`config.mk`:
```
export PLATFORM = sky130hd
export DESIGN_NAME = dbg_spr_window
export DESIGN_NICKNAME = d
export VERILOG_FILES = /design/src/rtl/dbg_spr_window.sv
export SDC_FILE = /design/constraint.sdc
export NUM_CORES = 1
export LEC_CHECK = 0
export ABC_AREA = 0
export ABC_CLOCK_PERIOD_IN_PS = 1250
export BUFFER_PORTS_ARGS = -buffer_cell sky130_fd_sc_hd__buf_2
export CORE_MARGIN = 4
export CORE_UTILIZATION = 40
export DETAILED_ROUTE_END_ITERATION = 12
export PLACE_DENSITY = 0.75
export REMOVE_ABC_BUFFERS = 1
export SLEW_MARGIN = 5
export SYNTH_ARGS = -nofsm -noshare
export SYNTH_HDL_FRONTEND = slang
export SYNTH_SLANG_ARGS = --single-unit
```
`constraint.sdc`:
```
create_clock -name clk -period 1.25 [get_ports clk]
set_clock_uncertainty 0.1 [all_clocks]
set_input_delay 0.125 -clock clk [delete_from_list [all_inputs] [get_ports clk]]
set_output_delay 0.125 -clock clk [all_outputs]
set_load 0.1 [all_outputs]
```
`src/rtl/dbg_spr_window.sv`:
```
module dbg_spr_window #(
  parameter int UPPER_W = 1,
  parameter int DW = 32,
  parameter logic [15:0] PAGE_ADDR = 16'h0200,
  localparam int SPR_AW = 15 + UPPER_W
) (
  input  logic              clk,
  input  logic              rst_n,
  input  logic              req_valid,
  output logic              req_ready,
  input  logic              req_write,
  input  logic [15:0]       req_addr,
  input  logic [DW-1:0]     req_wdata,
  output logic              rsp_valid,
  output logic              rsp_error,
  output logic [DW-1:0]     rsp_rdata,
  output logic              spr_stb,
  output logic              spr_we,
  output logic [SPR_AW-1:0] spr_addr,
  output logic [DW-1:0]     spr_wdata,
  input  logic              spr_ack,
  input  logic [DW-1:0]     spr_rdata,
  input  logic              core_stall,
  output logic              evt_valid,
  output logic              evt_stall
);

  logic               busy;
  logic [UPPER_W-1:0] page_q;
  logic               stall_q;

  wire accept   = req_valid && !busy;
  wire in_win   = req_addr[15];
  wire page_hit = (req_addr == PAGE_ADDR);

  assign req_ready = !busy;
  assign spr_stb   = busy;

  always_ff @(posedge clk) begin
    if (!rst_n) begin
      busy      <= 1'b0;
      spr_we    <= 1'b0;
      spr_addr  <= '0;
      spr_wdata <= '0;
      page_q    <= '0;
      rsp_valid <= 1'b0;
      rsp_error <= 1'b0;
      rsp_rdata <= '0;
      stall_q   <= 1'b0;
      evt_valid <= 1'b0;
      evt_stall <= 1'b0;
    end else begin
      rsp_valid <= 1'b0;
      rsp_error <= 1'b0;
      if (busy && spr_ack) begin
        busy      <= 1'b0;
        rsp_valid <= 1'b1;
        rsp_rdata <= spr_we ? '0 : spr_rdata;
      end else if (accept) begin
        if (in_win) begin
          busy      <= 1'b1;
          spr_we    <= req_write;
          spr_addr  <= {page_q, req_addr[14:0]};
          spr_wdata <= req_wdata;
        end else begin
          rsp_valid <= 1'b1;
          rsp_error <= !page_hit;
          rsp_rdata <= (page_hit && !req_write) ? {{(DW-UPPER_W){1'b0}}, page_q} : '0;
          if (page_hit && req_write) page_q <= req_wdata[UPPER_W-1:0];
        end
      end
      stall_q   <= core_stall;
      evt_valid <= core_stall != stall_q;
      evt_stall <= core_stall;
    end
  end


  stb_hold_chk: assert property (@(posedge clk) disable iff (!rst_n)
    spr_stb && !spr_ack |=> spr_stb && $stable(spr_addr));


  one_xfer_chk: assert property (@(posedge clk) disable iff (!rst_n)
    spr_stb && spr_ack |=> !spr_stb);


  rsp_after_ack_chk: assert property (@(posedge clk) disable iff (!rst_n)
    spr_stb && spr_ack |=> rsp_valid && !rsp_error);


  ready_low_chk: assert property (@(posedge clk) disable iff (!rst_n)
    spr_stb |-> !req_ready);


  err_zero_chk: assert property (@(posedge clk) disable iff (!rst_n)
    rsp_valid && rsp_error |-> rsp_rdata == '0);

endmodule

```
# After elaboration in Yosys (flattened, before gate mapping)
# Index checks and enable logic that the tools add are counted.
[classes]
eq_ne = 3
n_mux = 8
n_bitwise = 4
n_reduce_logical = 14
[op_table]
columns = ["op", "count"]
rows = [
  ["two-way mux 32 bit", 4],
  ["== test 16 x 10 -> 1 bit (second input constant)", 1],
  ["logical AND 1 bit", 4],
  ["two-way mux 1 bit", 4],
  ["NOT 1 bit", 4],
  ["AND reduction 2 bit", 2],
  ["AND reduction 4 bit", 1],
  ["OR reduction 4 bit", 1],
  ["logical NOT 1 bit", 3],
  ["AND reduction 3 bit", 1],
  ["!= test 2 x 1 -> 1 bit (second input constant)", 1],
  ["nonzero test 2 bit", 1],
  ["OR reduction 2 bit", 1],
  ["!= test 1 bit", 1],
]
[word_totals]
register_bits = 87
in_bits = 86
out_inout_bits = 87
elab_cells = 39

# Longest topological paths before layout
# Gate-level depths: netlist of the first run.
[depth]
word_depth = 6
ltp_mapped = 7
depth_no_buf = 4

# Worst setup path after synthesis of the first run
# No wires, ideal clock.
[synth_path]
path_kind = "reg-to-reg"
from = "reg busy (netlist: spr_stb)"
to = "reg spr_addr[10]"
arrival_ps = 2282
slack_ps = -1250
path_stages_with_launch = 8
synth_period_minus_slack_ps = 2500
cell_sequence = "dfxtp_1 -> inv_2 -> and3_1 -> buf_2 -> buf_6 -> buf_6 -> nand2_1 -> a21boi_1"
[synth_between]
elab_chain_len = 3
word_cells_on_any_way = 5
cone_classes = "bitwise (1); reduce/logical (4)"
[synth_rtl]
columns = ["element", "line", "rtl"]
rows = [
  ["from (decl)", "28", "logic busy;"],
  ["from (signal assigned)", "41", "busy <= 1'b0;"],
  ["from (signal assigned)", "56", "busy <= 1'b0;"],
  ["from (signal assigned)", "61", "busy <= 1'b1;"],
  ["logical NOT 1 bit", "--", ""],
  ["net req_ready", "10", "output logic req_ready,"],
  ["logical AND 1 bit", "32", "wire accept = req_valid && !busy;"],
  ["AND reduction 3 bit (no source line)", "--", ""],
  ["to (signal assigned)", "63", "spr_addr <= {page_q, req_addr[14:0]};"],
  ["to (decl)", "19", "output logic [SPR_AW-1:0] spr_addr,"],
]
# The timed path passes the listed nets, and every way through them passes these cells.
# A chain may end at the register's enable or synchronous reset.

# Worst setup path in the final report of the first run
[layout_path]
from = "reg busy (netlist: spr_stb)"
to = "reg rsp_rdata[23]"
[layout_between]
elab_chain_len = 4
word_cells_on_any_way = 7
cone_classes = "eq/ne (1); mux (1); reduce/logical (5)"
[layout_rtl]
columns = ["element", "line", "rtl"]
rows = [
  ["logical NOT 1 bit", "32", ""],
  ["logical AND 1 bit", "32", ""],
  ["nonzero test 2 bit (no source line)", "--", ""],
  ["AND reduction 2 bit (no source line)", "--", ""],
  ["to (signal assigned)", "58", "rsp_rdata <= spr_we ? '0 : spr_rdata;"],
  ["to (signal assigned)", "68", "rsp_rdata <= (page_hit && !req_write) ? {{(DW-UPPER_W){1'b0}}, page_q} : '0;"],
  ["to (decl)", "16", "output logic [DW-1:0] rsp_rdata,"],
]
# Several ways; a longest one is shown, not always the timed one.

==> impl_metrics.env, run 1 <==
export IMPL_grt_max_degree=89
export IMPL_routed_wl_um=15200
export IMPL_switchingPower_uw=2430
export IMPL_start_kind="flop"
export IMPL_p_sw_share_pct=34.2
export IMPL_routed_top_layer="met4"
export IMPL_yosysSeqAreaShare_pct=53.2
export IMPL_rows=32
export IMPL_tns_ps=-8540
export IMPL_nets=690
export IMPL_synth_cells=348
export IMPL_hpwl_um=7830
export IMPL_slew_headroom_pct=69.3
export IMPL_hold_viol=1
export IMPL_htreeDepth=3
export IMPL_dieArea_um2=9700
export IMPL_setup_violations=81
export IMPL_clk_pin_slew_ps=100
export IMPL_maxCapViolCount=0
export IMPL_crit_path_end_kind="flop"
export IMPL_io_buffer_count=172
export IMPL_leakagePower_uw=0.00274
export IMPL_power_frac_comb_pct=29.7
export IMPL_syn_avg_cell_area_um2=9.42
export IMPL_worst_pin_slew_ps=457
export IMPL_grt_antenna_before_repair=0
export IMPL_p_int_uw=4680
export IMPL_drt_met1_wl_um=5280
export IMPL_hp_class="input pin to flop"
export IMPL_postSynth_asyncResetShare_pct=0
export IMPL_seqPwrFrac_pct=42.1
export IMPL_cp_max_fo=8
export IMPL_io_pins=173
export IMPL_period_share_pct=118
export IMPL_drv_slew=0
export IMPL_cp_arrival_ps=1660
export IMPL_vdd_drop_max_mv=0.728
export IMPL_die_x_um=98.5
export IMPL_finalPower_uw=7120
export IMPL_vias=3701
export IMPL_vias_per_cell=5.20
export IMPL_synthDistinctLibCells=28
export IMPL_synth_top_area_cell="dfxtp_1"
export IMPL_fmax_mhz=677
export IMPL_setup_ws_ps=-227
export IMPL_final_cells=712
export IMPL_cts_made_buffers=9
export IMPL_clkLatencyLatePin_ps=360
export IMPL_power_density_nw_per_um2=1030
export IMPL_period_minus_slack_ps=1480
export IMPL_yosysMostFrequentCell="nand2_1"
export IMPL_cts_sinks=87
export IMPL_grt_ovfl_total=0
export IMPL_worstPathRequired_ps=1430
export IMPL_grt_pass1_wl_um=21800
export IMPL_violations="negative hold slack, negative setup slack"
export IMPL_crit_type="flop to flop"
export IMPL_outcome="finished, violations left"
export IMPL_drtPass1Iterations=4
export IMPL_grt_setup_unrepaired="yes"
export IMPL_grt_use_total_pct=28.7
export IMPL_cts_tree="built"
export IMPL_post_place_cells=611
export IMPL_yosys_top_cells_area="dfxtp_1, nand2_1, a21boi_0"
export IMPL_cts_root_buf="clkbuf_8"
export IMPL_syn2layout_area_growth_pct=111
export IMPL_drive_gt1_share_pct=41.9
export IMPL_drt_initial_drc_count=202
export IMPL_drtAntennaViolNets=0
export IMPL_wire_per_inst_um=21.4
export IMPL_syn_area_um2=3280
export IMPL_power_share_clock_pct=28.2
export IMPL_yosysWarningCount=0
export IMPL_synth_edf_count=0
export IMPL_synth_top_cell_area_share_pct=53.2
export IMPL_grt_pass1_vias=4009
export IMPL_drc=0
export IMPL_core_area_um2=7850
export IMPL_route_met3_wl_um=1220
export IMPL_synth_seq_cells=87
export IMPL_synth_ff_type="dfxtp_1"
export IMPL_hold_ws_ps=-17.7
export IMPL_gp_congestion=0.919
export IMPL_fp_dieH_um=98.5
export IMPL_clockBufferDepth=2
export IMPL_initial_core_util_pct=41.8
export IMPL_synth_commonest_cells="nand2_1, dfxtp_1, a21boi_0"
export IMPL_wl_met2_um=8170
critical path: stages, from the launching register on:
cell     delay, ps
dfxtp_4        390
inv_4           50
nor3b_4        280
buf_6          180
buf_16         140
a22oi_1        100
nor2b_1        170
routing by layer:
metal,vias up,track usage [%]
li1,1678,-
met1,1753,29.9
met2,222,53.7
met3,48,7.71
met4,0,12.7
met5,-,0
flip-flops by register name, summed over array words and instances (netlist names):
name and flops:
rsp_rdata 32, spr_wdata 32, spr_addr 16, evt_valid 1
page_q 1, rsp_error 1, rsp_valid 1, spr_stb 1
spr_we 1, stall_q 1
power groups by stage:
stage                     clock (uW)  combinational (uW)  sequential, uW
final                           2010                2120            3000
after global placement             0                1720            3040
after CTS                       1930                1980            2990
after detailed placement           0                1750            3050
after global routing            2120                2180            3010
after floorplan                    0                 243            3730
repair_timing:
| item | 4_1_cts | 5_1_grt |
|---|---|---|
| gates cloned | 3 | 2 |
| setup endpoints to repair | 69 | 88 |
| pin swaps | 13 | 11 |
| resized for setup | 22 | 36 |
| hold buffers | 73 | 1 |
| hold endpoints to repair | 76 | 1 |
| buffers inserted | 4 | 3 |
worst paths after layout:
kind         depth (start not counted)                      start                    endpoint  slack (ps)
min                                  3              spr_rdata[25]  rsp_rdata[25]$_SDFFE_PN0P_         -20
min reg2reg                          2  spr_wdata[0]$_SDFFE_PN0P_   spr_wdata[0]$_SDFFE_PN0P_         390
max                                  6       spr_stb$_SDFFE_PP0P_  rsp_rdata[23]$_SDFFE_PN0P_        -230
max reg2reg                          6       spr_stb$_SDFFE_PP0P_  rsp_rdata[23]$_SDFFE_PN0P_        -230
through the flow:
step / hold slack, ps / area [um2] / util (%) / setup WS (ps)
after floorplan: 139 / 3110 / - / -1860
after global placement: 255 / 5610 / 71.5 / -262
after detailed placement: 259 / 5610 / 71.5 / -231
after CTS: 1.07 / 6710 / 85.5 / -96.3
after global routing: 8.35 / 6910 / 88.0 / -278
final: -17.7 / 6910 / 88.1 / -227
placed cells by master (no fill, tap or decap), drive strengths merged:
cell,instances
a21boi,50
a21oi,1
a22oi,32
and2,3
and3,1
and4,1
buf,195
bufinv,1
clkbuf,12
clkinv,4
clkinvlp,1
dfxtp,87
diode,1
dlygate4sd3,74
inv,1
mux2i,1
nand2,101
nand3,2
nand4b,1
nor2,1
nor2b,32
nor3b,2
nor4,3
nor4b,1
o21ai,1
xor2,1
cell type report:
class | instances | area [um2]
Inverter | 1 | 6.26
Clock inverter | 6 | 61.3
Timing Repair Buffer | 271 | 3320
Sequential cell | 87 | 1750
Tap cell | 102 | 128
Antenna cell | 1 | 2.50
Clock buffer | 10 | 128
Multi-Input combinational cell | 234 | 1510
Fill cell | 335 | 936
cell families (layout without fill, tap and decap cells):
family,Yosys count,in the layout,share of synthesized area (%)
AO/OA/AOI/OAI,84,84,19.8
XOR/XNOR,1,1,0.267
buffers and inverters,27,288,5.23
flip-flops,87,87,53.2
multiplexers,1,1,0.305
other,0,1,0
AND/OR/NAND/NOR,148,148,21.3
No activity file was read; power rests on OpenSTA's default activity.
==> run 2: changes to the inputs <==
--- a/config.mk
+++ b/config.mk
@@ -9,4 +9,5 @@
 export ABC_CLOCK_PERIOD_IN_PS = 1250
 export BUFFER_PORTS_ARGS = -buffer_cell sky130_fd_sc_hd__buf_2
+export CORE_ASPECT_RATIO = 2
 export CORE_MARGIN = 4
 export CORE_UTILIZATION = 40
==> constraint.sdc (replaced) <==
create_clock -name clk -period 1.25 [get_ports clk]
set_clock_uncertainty 0.1 [all_clocks]
set_input_delay 0.0625 -clock clk [delete_from_list [all_inputs] [get_ports clk]]
set_output_delay 0.0625 -clock clk [all_outputs]
set_load 0.1 [all_outputs]
==> impl_metrics.env, run 2 (synthesis gave the netlist of run 1 again) <==
export IMPL_grt_max_degree=89
export IMPL_clk_pin_slew_ps=60
export IMPL_fmax_mhz=745
export IMPL_tns_ps=-1820
export IMPL_grtUsageMet1_pct=21.1
export IMPL_die_x_um=72
export IMPL_max_stage_delay_ps=380
export IMPL_drive_gt1_share_pct=42.5
export IMPL_drv_slew=0
export IMPL_vias_per_cell=5.13
export IMPL_initial_core_util_pct=41.3
export IMPL_gr_usage_met2_pct=43.8
export IMPL_cp_max_fo=16
export IMPL_io_buffer_count=172
export IMPL_hold_viol=0
export IMPL_cts_root_buf="clkbuf_16"
export IMPL_grt_pass1_vias=3575
export IMPL_rows=46
export IMPL_vdd_drop_max_mv=0.967
export IMPL_htreeDepth=3
export IMPL_reg_top3="rsp_rdata: 32 flops, spr_wdata: 32 flops, spr_addr: 16 flops"
export IMPL_dieArea_um2=9790
export IMPL_grt_util_met3_pct=5.33
export IMPL_wire_per_inst_um=17.6
export IMPL_grt_setup_unrepaired="yes"
export IMPL_grt_use_total_pct=22.7
export IMPL_io_pins=173
export IMPL_slew_headroom_pct=73.6
export IMPL_cts_sinks=87
export IMPL_grt_pass1_wl_um=17200
export IMPL_cts_made_buffers=9
export IMPL_syn2layout_area_growth_pct=86.8
export IMPL_leakagePower_uw=0.00265
export IMPL_period_minus_slack_ps=1340
export IMPL_gp_congestion=0.819
export IMPL_drc=0
export IMPL_routed_wl_um=12500
export IMPL_core_area_um2=7940
export IMPL_ff2ff_path_depth=5
export IMPL_drtPass1Iterations=4
export IMPL_diodes=0
export IMPL_fp_dieH_um=136
export IMPL_setup_violations=62
export IMPL_crit_path_end_kind="flop"
export IMPL_final_cells=710
export IMPL_cp_arrival_ps=1500
export IMPL_worstPathRequired_ps=1410
export IMPL_drt_initial_drc_count=142
export IMPL_worst_pin_slew_ps=392
export IMPL_hold_ws_ps=13.8
export IMPL_start_kind="flop"
export IMPL_setup_ws_ps=-93.0
export IMPL_hpwl_um=6680
export IMPL_hp_class="input pin to flop"
export IMPL_cp_slowest_cell="dfxtp_4"
export IMPL_finalPower_uw=7430
export IMPL_power_density_nw_per_um2=1210
export IMPL_fillers=494
export IMPL_nets=697
export IMPL_crit_type="flop to flop"
export IMPL_cp_cell_sequence="inv_4, nor3b_4, buf_6, a22oi_1, nor2b_1"
export IMPL_cts_tree="built"
export IMPL_outcome="finished, violations left"
export IMPL_layout_common_cells="nand2_1, dfxtp_1, buf_2"
export IMPL_clkLatencyLatePin_ps=330
export IMPL_vias=3645
export IMPL_maxCapViolCount=0
export IMPL_drtAntennaViolNets=0
export IMPL_violations="negative setup slack"
export IMPL_clockBufferDepth=2
export IMPL_post_place_cells=606
export IMPL_min_delay_path_depth=4
export IMPL_grt_antenna_before_repair=0
export IMPL_busiest_layer="met2"
export IMPL_grt_ovfl_total=0
export IMPL_period_share_pct=107
[run 2: changes by cell type in the layout (fill, tap and decap cells not counted), moves of 13 or more]
cell / before / now
buf_4: 6 / 76
a21boi_2: 3 / 16
nand2_1: 99 / 86
a22oi_2: 24 / 11
buf_12: 96 / 17
a21boi_1: 20 / 33
a21boi_0: 27 / 1
a22oi_1: 8 / 21
[run 2: through the flow]
| stage | util, % | setup WS, ps | instance area, um2 |
|---|---|---|---|
| floorplan | - | -1860 | 3110 |
| global placement | 56.1 | -96.9 | 4460 |
| detailed placement | 56.1 | -122 | 4460 |
| CTS | 72.8 | -52.1 | 5780 |
| global route | 77.1 | -188 | 6120 |
| finish | 77.1 | -93.0 | 6120 |
[run 2: final timing paths]
| kind | start | endpoint | slack [ps] |
|---|---|---|---|
| setup reg to reg | spr_stb$_SDFFE_PP0P_ | rsp_rdata[4]$_SDFFE_PN0P_ | -90 |
| hold / removal | req_addr[0] | spr_addr[0]$_SDFFE_PN0P_ | 10 |
| setup / recovery | spr_stb$_SDFFE_PP0P_ | rsp_rdata[4]$_SDFFE_PN0P_ | -90 |
| hold reg to reg | spr_wdata[18]$_SDFFE_PN0P_ | spr_wdata[18]$_SDFFE_PN0P_ | 350 |
[run 2: final cells by class]
| class | count | area, um2 | area share (%) |
|---|---|---|---|
| clock inverter | 3 | 43.8 | 0.715 |
| timing repair buffer | 278 | 2390 | 39.0 |
| sequential | 87 | 1750 | 28.5 |
| clock buffer | 11 | 243 | 3.97 |
| tap | 96 | 120 | 1.96 |
| inverter | 1 | 6.26 | 0.102 |
| multi-input combinational | 234 | 1580 | 25.8 |
[run 2: layer usage]
layer | wire, um | vias up
li1 | - | 1699
met1 | 3980 | 1727
met2 | 7100 | 173
met3 | 712 | 46
met4 | 676 | 0
met5 | 0 | -
[run 2: what timing repair did]
item                                   CTS  global route
endpoints found under the hold margin   83             0
setup endpoints to repair              148            86
cloned                                   1             7
setup buffers                            2             2
gates resized for setup                 81            95
hold buffers                            81             0
pin swaps                                1            27
[run 2: critical path, delay by kind of cell (launching register included)]
kind | cells | cell delay [ps]
buf+inv | 2 | 280
flops | 1 | 380
simple gates | 2 | 380
compound gates | 1 | 130
[run 2: power by group]
| group | internal [uW] | switching, uW | leakage (uW) |
|---|---|---|---|
| clock | 1580 | 1020 | 0.000142 |
| sequential | 2880 | 66.7 | 0.000709 |
| combinational | 680 | 1200 | 0.00180 |
